<file path="config.mk">
export PLATFORM = sky130hd
export DESIGN_NAME = busgrant_seq
export DESIGN_NICKNAME = d
export VERILOG_FILES = /design/src/rtl/busgrant_pkg.sv /design/src/rtl/bg_hold_sync.sv /design/src/rtl/bg_release_timer.sv /design/src/rtl/bg_ras_guard.sv /design/src/rtl/bg_sequencer.sv /design/src/rtl/busgrant_seq.sv
export SDC_FILE = /design/constraint.sdc
export NUM_CORES = 1
export LEC_CHECK = 0
export BUFFER_PORTS_ARGS = -buffer_cell sky130_fd_sc_hd__buf_2
export CAP_MARGIN = 10
export CORE_MARGIN = 4
export CORE_UTILIZATION = 47
export CTS_CLUSTER_SIZE = 40
export DETAILED_ROUTE_END_ITERATION = 12
export PLACE_DENSITY_LB_ADDON = 0.25
export SKIP_CTS_REPAIR_TIMING = 1
export SLEW_MARGIN = 40
export SYNTH_ARGS = -nofsm -noshare
export SYNTH_HDL_FRONTEND = slang
export SYNTH_SLANG_ARGS = --single-unit
</file>
<file path="constraint.sdc">
create_clock -name clk -period 1.4 [get_ports clk]
set_input_delay 0.21 -clock clk [delete_from_list [all_inputs] [get_ports clk]]
set_output_delay 0.21 -clock clk [all_outputs]
set_load 0.02 [all_outputs]
</file>
<file path="src/rtl/busgrant_pkg.sv">
// Shared types for the bus hold handshake sequencer.
// Assumes: state values 0..4 double as the external state code, except release.
package busgrant_pkg;

    typedef enum logic [2:0] {
        ST_IDLE = 3'd0,
        ST_S0   = 3'd1,
        ST_S1   = 3'd2,
        ST_S2   = 3'd3,
        ST_S4   = 3'd4,
        ST_REL  = 3'd5
    } bg_state_e;

    // Map the internal state to the code seen at the port; release reads as idle.
    function automatic logic [2:0] bg_state_code(bg_state_e s);
        return (s == ST_REL) ? 3'd0 : 3'(s);
    endfunction

endpackage

</file>
<file path="src/rtl/bg_hold_sync.sv">
// Holds the bus request in a register that updates only on processor-clock enables.
// Assumes: proc_tick is a one-cycle enable in the clk domain.
module bg_hold_sync (
    input  logic clk,
    input  logic rst_n,
    input  logic proc_tick,
    input  logic hold_req,
    output logic hold_o
);

    logic hold_q;

    // Capture the request only at processor-clock boundaries.
    always_ff @(posedge clk) begin
        if (!rst_n) begin
            hold_q <= 1'b0;
        end else if (proc_tick) begin
            hold_q <= hold_req;
        end
    end

    assign hold_o = hold_q;


    hold_proc_only_chk: assert property (@(posedge clk) disable iff (!rst_n)
        !proc_tick |=> $stable(hold_o));

endmodule

</file>
<file path="src/rtl/bg_release_timer.sv">
// Times the release: full oscillator periods, then full processor periods.
// Assumes: the first tick counted only opens a period, so N full periods need N+1 ticks.
module bg_release_timer #(
    parameter int OSC_PERIODS  = 2,
    parameter int PROC_PERIODS = 1
) (
    input  logic clk,
    input  logic rst_n,
    input  logic active,
    input  logic osc_tick,
    input  logic proc_tick,
    input  logic refresh_busy,
    output logic done
);

    localparam int OSC_LIM  = OSC_PERIODS + 1;
    localparam int PROC_LIM = PROC_PERIODS + 1;
    localparam int OW = $clog2(OSC_LIM + 1);
    localparam int PW = $clog2(PROC_LIM + 1);
    localparam logic [OW-1:0] OSC_MAX  = OW'(OSC_LIM);
    localparam logic [PW-1:0] PROC_MAX = PW'(PROC_LIM);

    logic [OW-1:0] osc_cnt;
    logic [PW-1:0] proc_cnt;
    logic          osc_full;

    assign osc_full = (osc_cnt == OSC_MAX);

    // Count oscillator ticks outside refresh, then processor ticks.
    always_ff @(posedge clk) begin
        if (!rst_n || !active) begin
            osc_cnt  <= '0;
            proc_cnt <= '0;
        end else begin
            if (osc_tick && !refresh_busy && !osc_full) begin
                osc_cnt <= osc_cnt + OW'(1);
            end
            if (osc_full && proc_tick && (proc_cnt != PROC_MAX)) begin
                proc_cnt <= proc_cnt + PW'(1);
            end
        end
    end

    assign done = (proc_cnt == PROC_MAX);


    proc_after_osc_chk: assert property (@(posedge clk) disable iff (!rst_n)
        (proc_cnt != '0) |-> osc_full);


    refresh_stall_chk: assert property (@(posedge clk) disable iff (!rst_n)
        (active && refresh_busy) |=> (osc_cnt == $past(osc_cnt)) || !$past(active));

endmodule

</file>
<file path="src/rtl/bg_ras_guard.sv">
// Raises a force-high pulse for the row strobe on the acknowledge rising edge.
// Assumes: hlda is already synchronous to clk.
module bg_ras_guard (
    input  logic clk,
    input  logic rst_n,
    input  logic hlda,
    input  logic ras_active,
    output logic ras_force_hi
);

    logic hlda_d;

    // Remember the acknowledge from the previous edge for edge detection.
    always_ff @(posedge clk) begin
        if (!rst_n) begin
            hlda_d <= 1'b0;
        end else begin
            hlda_d <= hlda;
        end
    end

    assign ras_force_hi = hlda && !hlda_d && ras_active;


    ras_pulse_chk: assert property (@(posedge clk) disable iff (!rst_n)
        ras_force_hi |=> !ras_force_hi);

endmodule

</file>
<file path="src/rtl/bg_sequencer.sv">
// Walks idle, S0 (with channel-group wait), S1, S2, S4 and release.
// Assumes: EXTRA_S0 >= 1; channels at or above UPPER_BASE skip the extra S0 states.
module bg_sequencer
    import busgrant_pkg::*;
#(
    parameter int CHAN_W       = 3,
    parameter int CASCADE_CHAN = 4,
    parameter int UPPER_BASE   = 5,
    parameter int EXTRA_S0     = 3
) (
    input  logic              clk,
    input  logic              rst_n,
    input  logic              dma_tick,
    input  logic              req_valid,
    input  logic [CHAN_W-1:0] req_chan,
    input  logic              hlda,
    input  logic              hold_o,
    input  logic              rel_done,
    output bg_state_e         state_o,
    output logic              chan_err
);

    localparam int WAIT_W = $clog2(EXTRA_S0 + 1);
    localparam logic [CHAN_W-1:0] CASC_C  = CHAN_W'(CASCADE_CHAN);
    localparam logic [CHAN_W-1:0] UPPER_C = CHAN_W'(UPPER_BASE);
    localparam logic [WAIT_W-1:0] EXTRA_C = WAIT_W'(EXTRA_S0);
    localparam logic [WAIT_W-1:0] ONE_C   = WAIT_W'(1);

    bg_state_e         state_q, state_d;
    logic [CHAN_W-1:0] chan_q, chan_d;
    logic              ack_q, ack_d;
    logic [WAIT_W-1:0] wait_q, wait_d;
    logic              err_q, err_d;
    logic              upper_grp;

    assign upper_grp = (chan_q >= UPPER_C);

    // Next-state decision for the handshake.
    always_comb begin
        state_d = state_q;
        chan_d  = chan_q;
        ack_d   = ack_q;
        wait_d  = wait_q;
        err_d   = 1'b0;
        unique case (state_q)
            ST_IDLE: begin
                if (req_valid && !hold_o) begin
                    if (req_chan == CASC_C) begin
                        err_d = 1'b1;
                    end else begin
                        state_d = ST_S0;
                        chan_d  = req_chan;
                        ack_d   = 1'b0;
                        wait_d  = '0;
                    end
                end
            end
            ST_S0: begin
                if (dma_tick) begin
                    if (!ack_q) begin
                        if (hlda) begin
                            if (upper_grp) begin
                                state_d = ST_S1;
                            end else begin
                                ack_d  = 1'b1;
                                wait_d = EXTRA_C;
                            end
                        end
                    end else if (wait_q <= ONE_C) begin
                        state_d = ST_S1;
                    end else begin
                        wait_d = wait_q - ONE_C;
                    end
                end
            end
            ST_S1:   if (dma_tick) state_d = ST_S2;
            ST_S2:   if (dma_tick) state_d = ST_S4;
            ST_S4:   if (dma_tick) state_d = ST_REL;
            ST_REL:  if (rel_done) state_d = ST_IDLE;
            default: state_d = ST_IDLE;
        endcase
    end

    // Register the sequencer state.
    always_ff @(posedge clk) begin
        if (!rst_n) begin
            state_q <= ST_IDLE;
            chan_q  <= '0;
            ack_q   <= 1'b0;
            wait_q  <= '0;
            err_q   <= 1'b0;
        end else begin
            state_q <= state_d;
            chan_q  <= chan_d;
            ack_q   <= ack_d;
            wait_q  <= wait_d;
            err_q   <= err_d;
        end
    end

    assign state_o  = state_q;
    assign chan_err = err_q;


    upper_ack_chk: assert property (@(posedge clk) disable iff (!rst_n)
        (state_q == ST_S0 && dma_tick && hlda && !ack_q && upper_grp) |=> (state_q == ST_S1));


    lower_wait_chk: assert property (@(posedge clk) disable iff (!rst_n)
        (state_q == ST_S1 && $past(state_q) == ST_S0 && !upper_grp) |-> $past(ack_q));


    xfer_tick_chk: assert property (@(posedge clk) disable iff (!rst_n)
        (!dma_tick && (state_q == ST_S1 || state_q == ST_S2 || state_q == ST_S4)) |=> $stable(state_q));


    no_cascade_chk: assert property (@(posedge clk) disable iff (!rst_n)
        (state_q != ST_IDLE) |-> (chan_q != CASC_C));

endmodule

</file>
<file path="src/rtl/busgrant_seq.sv">
// Top of the DMA bus hold handshake sequencer.
// Assumes: all tick inputs are one-cycle enables in the clk domain.
module busgrant_seq
    import busgrant_pkg::*;
#(
    parameter int CHAN_W       = 3,
    parameter int CASCADE_CHAN = 4,
    parameter int UPPER_BASE   = 5,
    parameter int EXTRA_S0     = 3,
    parameter int OSC_PERIODS  = 2,
    parameter int PROC_PERIODS = 1
) (
    input  logic              clk,
    input  logic              rst_n,
    input  logic              dma_tick,
    input  logic              osc_tick,
    input  logic              proc_tick,
    input  logic              req_valid,
    input  logic [CHAN_W-1:0] req_chan,
    input  logic              hlda,
    input  logic              ras_active,
    input  logic              refresh_busy,
    output logic              hold_o,
    output logic [2:0]        state_code,
    output logic              ras_force_hi,
    output logic              chan_err
);

    bg_state_e seq_state;
    logic      rel_done;
    logic      hold_req;

    bg_sequencer #(
        .CHAN_W      (CHAN_W),
        .CASCADE_CHAN(CASCADE_CHAN),
        .UPPER_BASE  (UPPER_BASE),
        .EXTRA_S0    (EXTRA_S0)
    ) u_seq (
        .clk      (clk),
        .rst_n    (rst_n),
        .dma_tick (dma_tick),
        .req_valid(req_valid),
        .req_chan (req_chan),
        .hlda     (hlda),
        .hold_o   (hold_o),
        .rel_done (rel_done),
        .state_o  (seq_state),
        .chan_err (chan_err)
    );

    bg_release_timer #(
        .OSC_PERIODS (OSC_PERIODS),
        .PROC_PERIODS(PROC_PERIODS)
    ) u_rel (
        .clk         (clk),
        .rst_n       (rst_n),
        .active      (seq_state == ST_REL),
        .osc_tick    (osc_tick),
        .proc_tick   (proc_tick),
        .refresh_busy(refresh_busy),
        .done        (rel_done)
    );

    assign hold_req = (seq_state != ST_IDLE);

    bg_hold_sync u_hold (
        .clk      (clk),
        .rst_n    (rst_n),
        .proc_tick(proc_tick),
        .hold_req (hold_req),
        .hold_o   (hold_o)
    );

    bg_ras_guard u_ras (
        .clk         (clk),
        .rst_n       (rst_n),
        .hlda        (hlda),
        .ras_active  (ras_active),
        .ras_force_hi(ras_force_hi)
    );

    assign state_code = bg_state_code(seq_state);


    reset_idle_chk: assert property (@(posedge clk)
        !rst_n |=> (state_code == 3'd0 && !hold_o && !chan_err));

endmodule

</file>
==> reports/results.txt <==
Status: complete, but fails checks
Failing checks: setup timing
Type of the tightest min-delay check: input pin to flip-flop
CTS clk-pin slew, worst paths: 0.10 ns
First drt pass iteration count: 4
Post-synthesis compound-gate area fraction: 0.160
Vias post-DR: 756
Synth warn: 0
Setup TNS: -0.0640 ns
Setup-failing EPs final: 2
Final period util: 1.05
Reg2Reg Setup Slack: -0.06 ns
Mean Syn Cell Area: 9.52 µm²
Largest net degree at the start of global routing: 12
Worst reg2reg path startpoint: u_seq.wait_q[1]$_SDFFE_PN0P_
I/O pin count: 18
Overflow after GRT: 0
Slew headroom: 0.732
Setup crit end kind: flip-flop
Die area: 0.00262 mm²
Hold path depth: 2
CP max FO: 3
CTS Root Cell: clkbuf_4
Clock Path Buffers: 2
Antenna-violating nets left: 0
CTS tree: done
Crit path setup slack, layout: -0.0632 ns
Detailed placement HPWL: 1420 µm
Worst Tran Pin Value: 0.400 ns
RSZ-0062 raised after global routing: true
Most frequent cell after synthesis: dfxtp_1
Skew-Pair Late Insertion Delay: 0.29 ns
Core area: 0.00175 mm²
Synth Flop Type: dfxtp_1
Routability cong.: 0.773
Fraction of layout cells with a size suffix above 1: 0.437
Synthesized area: 876 µm²
Hold Worst Slack: 0.175 ns
Drt via density: 5.25
Top cell type's share of synthesized area: 0.366
Starting DRT DRC Count: 12
Vias in the first global route: 734
Critical Path, Cell by Cell: inv_2 -> ha_4 -> nor2b_1 -> mux2_4 -> a32oi_2 -> o221ai_2 -> mux2i_1
CP Launch Type: flip-flop
Max-cap violations: 0
Commonest cells in the netlist: 16 x dfxtp_1, 8 x nor2_1, 7 x nand2_1
Seq/Total Area, Yosys: 0.366
# H-tree levels: 1
Min-delay src: hlda
Final WL: 1930 µm
Post-synth net total: 107
Area leader, netlist: dfxtp_1
Hold Path End: u_ras.hlda_d$_SDFF_PN0_
Tmin final: 1.46 ns
Required time worst endpoint: 1.58 ns
First-pass GRT wire length: 3090 µm
Die height: 51.2 µm
Worst vdd ir: 0.804 mV
Initial antenna violation count: 0
Synth Register Bits: 16
Mux cell area share after synthesis: 0.0714
CTS sink cnt: 16
# port buffers: 17
Inserted Clock Buffers: 3
DR DRC count: 0
Synth Area in Simple Gates: 0.294
Largest family of logic cells by synthesized area: simple AND/OR/NAND/NOR gates
CP Class: flip-flop to flip-flop
Worst path arrival time: 1.65 ns
Lkg Pwr: 0.499 nW
Pwr Density: 1350 mW/mm²
Reg2Reg Depth: 7
Crit-path slowest cell: dfxtp_2
Count of cell types in the netlist: 41
Num rows: 15
RR Endpoint: u_seq.state_o[0]$_SDFFE_PN0P_
Mapped Cells: 92
Post-synth EDFFs: 0
Achievable Freq: 683 MHz
Top cells by area, synth: dfxtp_1 37%, mux2i_1 4.6%, ha_1 4.3%
Post-synthesis adder-cell area fraction: 0.0429
Die Width: 51.2 µm
Critical Path Start: u_seq.wait_q[1]$_SDFFE_PN0P_
XOR/XNOR share of the synthesized area: 0.0200
Global-route usage over all layers: 0.159
Layout area overhead: 30.7%
Clock skew: 0.00352 ns
Initial core utilization: 0.502
Pins Over Slew Limit: 0
Wire per inst: 13.4 µm
Final hold vios: 0
Async S/R FF share, synth: 0
Max incr delay on CP: 0.34 ns
Nets@finish: 135
Antenna Cells: 0
Power Total: 1.55 mW
-- metrics by stage --
| step | cells | util | worst slack [ns] | instance area, µm² |
|---|---|---|---|---|
| finish | 144 | 0.656 | -0.0632 | 1140 |
| floorplan | 92 | - | 0.0193 | 876 |
| global placement | 140 | 0.597 | -0.0227 | 1040 |
| detailed placement | 140 | 0.597 | -0.131 | 1040 |
| global route | 144 | 0.656 | -0.102 | 1140 |
| CTS | 144 | 0.618 | -0.147 | 1080 |
-- kinds of logic after synthesis --
family / after synthesis
and+or+nand+nor: 41
AOI/OAI and AO/OA: 16
DFF: 16
buffers and inverters: 8
muxes: 6
adders and majority gates: 3
xor gates and xnor gates: 2
-- worst max-delay path: cells and delay by family, from the launching register on --
family	cells	cell delay (ns)
adders and majority gates	1	0.11
DFF	1	0.34
buffers and inverters	1	0.07
muxes	2	0.41
AOI/OAI and AO/OA	2	0.39
and+or+nand+nor	1	0.03
-- cell type report --
type / instances / area (µm²)
sequential: 16 / 332
tap: 25 / 31.3
inverter: 4 / 15.0
fill: 160 / 601
multi-input combinational: 68 / 561
clock buffer: 4 / 36.3
timing repair buffer: 27 / 170
-- registers in the layout, summed over array words and instances (netlist names) --
| name | flops |
|---|---|
| u_hold.hold_o | 1 |
| u_ras.hlda_d | 1 |
| u_rel.osc_cnt | 2 |
| u_rel.proc_cnt | 2 |
| u_seq.ack_q | 1 |
| u_seq.chan_err | 1 |
| u_seq.chan_q | 3 |
| u_seq.state_o | 3 |
| u_seq.wait_q | 2 |
-- power breakdown --
group | internal [mW] | switching, mW
clock network | 0.158 | 0.151
logic | 0.334 | 0.325
registers | 0.517 | 0.0605
-- worst max-delay path by stage --
| stage | slack (ns) | cells after the start | endpoint |
|---|---|---|---|
| 2_1_floorplan | 0.02 | 6 | u_seq.state_o[0]$_SDFFE_PN0P_ |
| 3_3_place_gp | -0.02 | 7 | u_seq.state_o[0]$_SDFFE_PN0P_ |
| 3_5_place_dp | -0.13 | 7 | u_seq.state_o[0]$_SDFFE_PN0P_ |
| 4_1_cts | -0.15 | 3 | state_code[0] |
| 5_1_grt | -0.10 | 7 | u_seq.state_o[0]$_SDFFE_PN0P_ |
| 6_report | -0.06 | 7 | u_seq.state_o[0]$_SDFFE_PN0P_ |
-- layout by cell type (no fill, tap or decap), types with 2 or more instances in the layout --
cell type,n
mux2i_1,4
nand3b_1,2
clkbuf_4,3
nor2_1,8
dfxtp_2,3
buf_6,2
xnor2_1,2
nor2b_1,4
nor3_1,2
dfxtp_1,11
buf_4,9
inv_1,3
and3b_1,2
ha_1,2
buf_2,16
nand2_1,7
dfxtp_4,2
nand3_1,3
a22oi_1,2
a211o_1,2
and2_1,2
-- metal layers --
metal	wire (µm)	vias up	part of all wire	track usage
li1	-	376	-	-
met2	928	23	0.48	0.242
met3	112	6	0.058	0.0350
met4	35	0	0.018	0.0897
met5	0	-	0	0
met1	851	351	0.44	0.205
No activity file was read; power rests on OpenSTA's default activity.
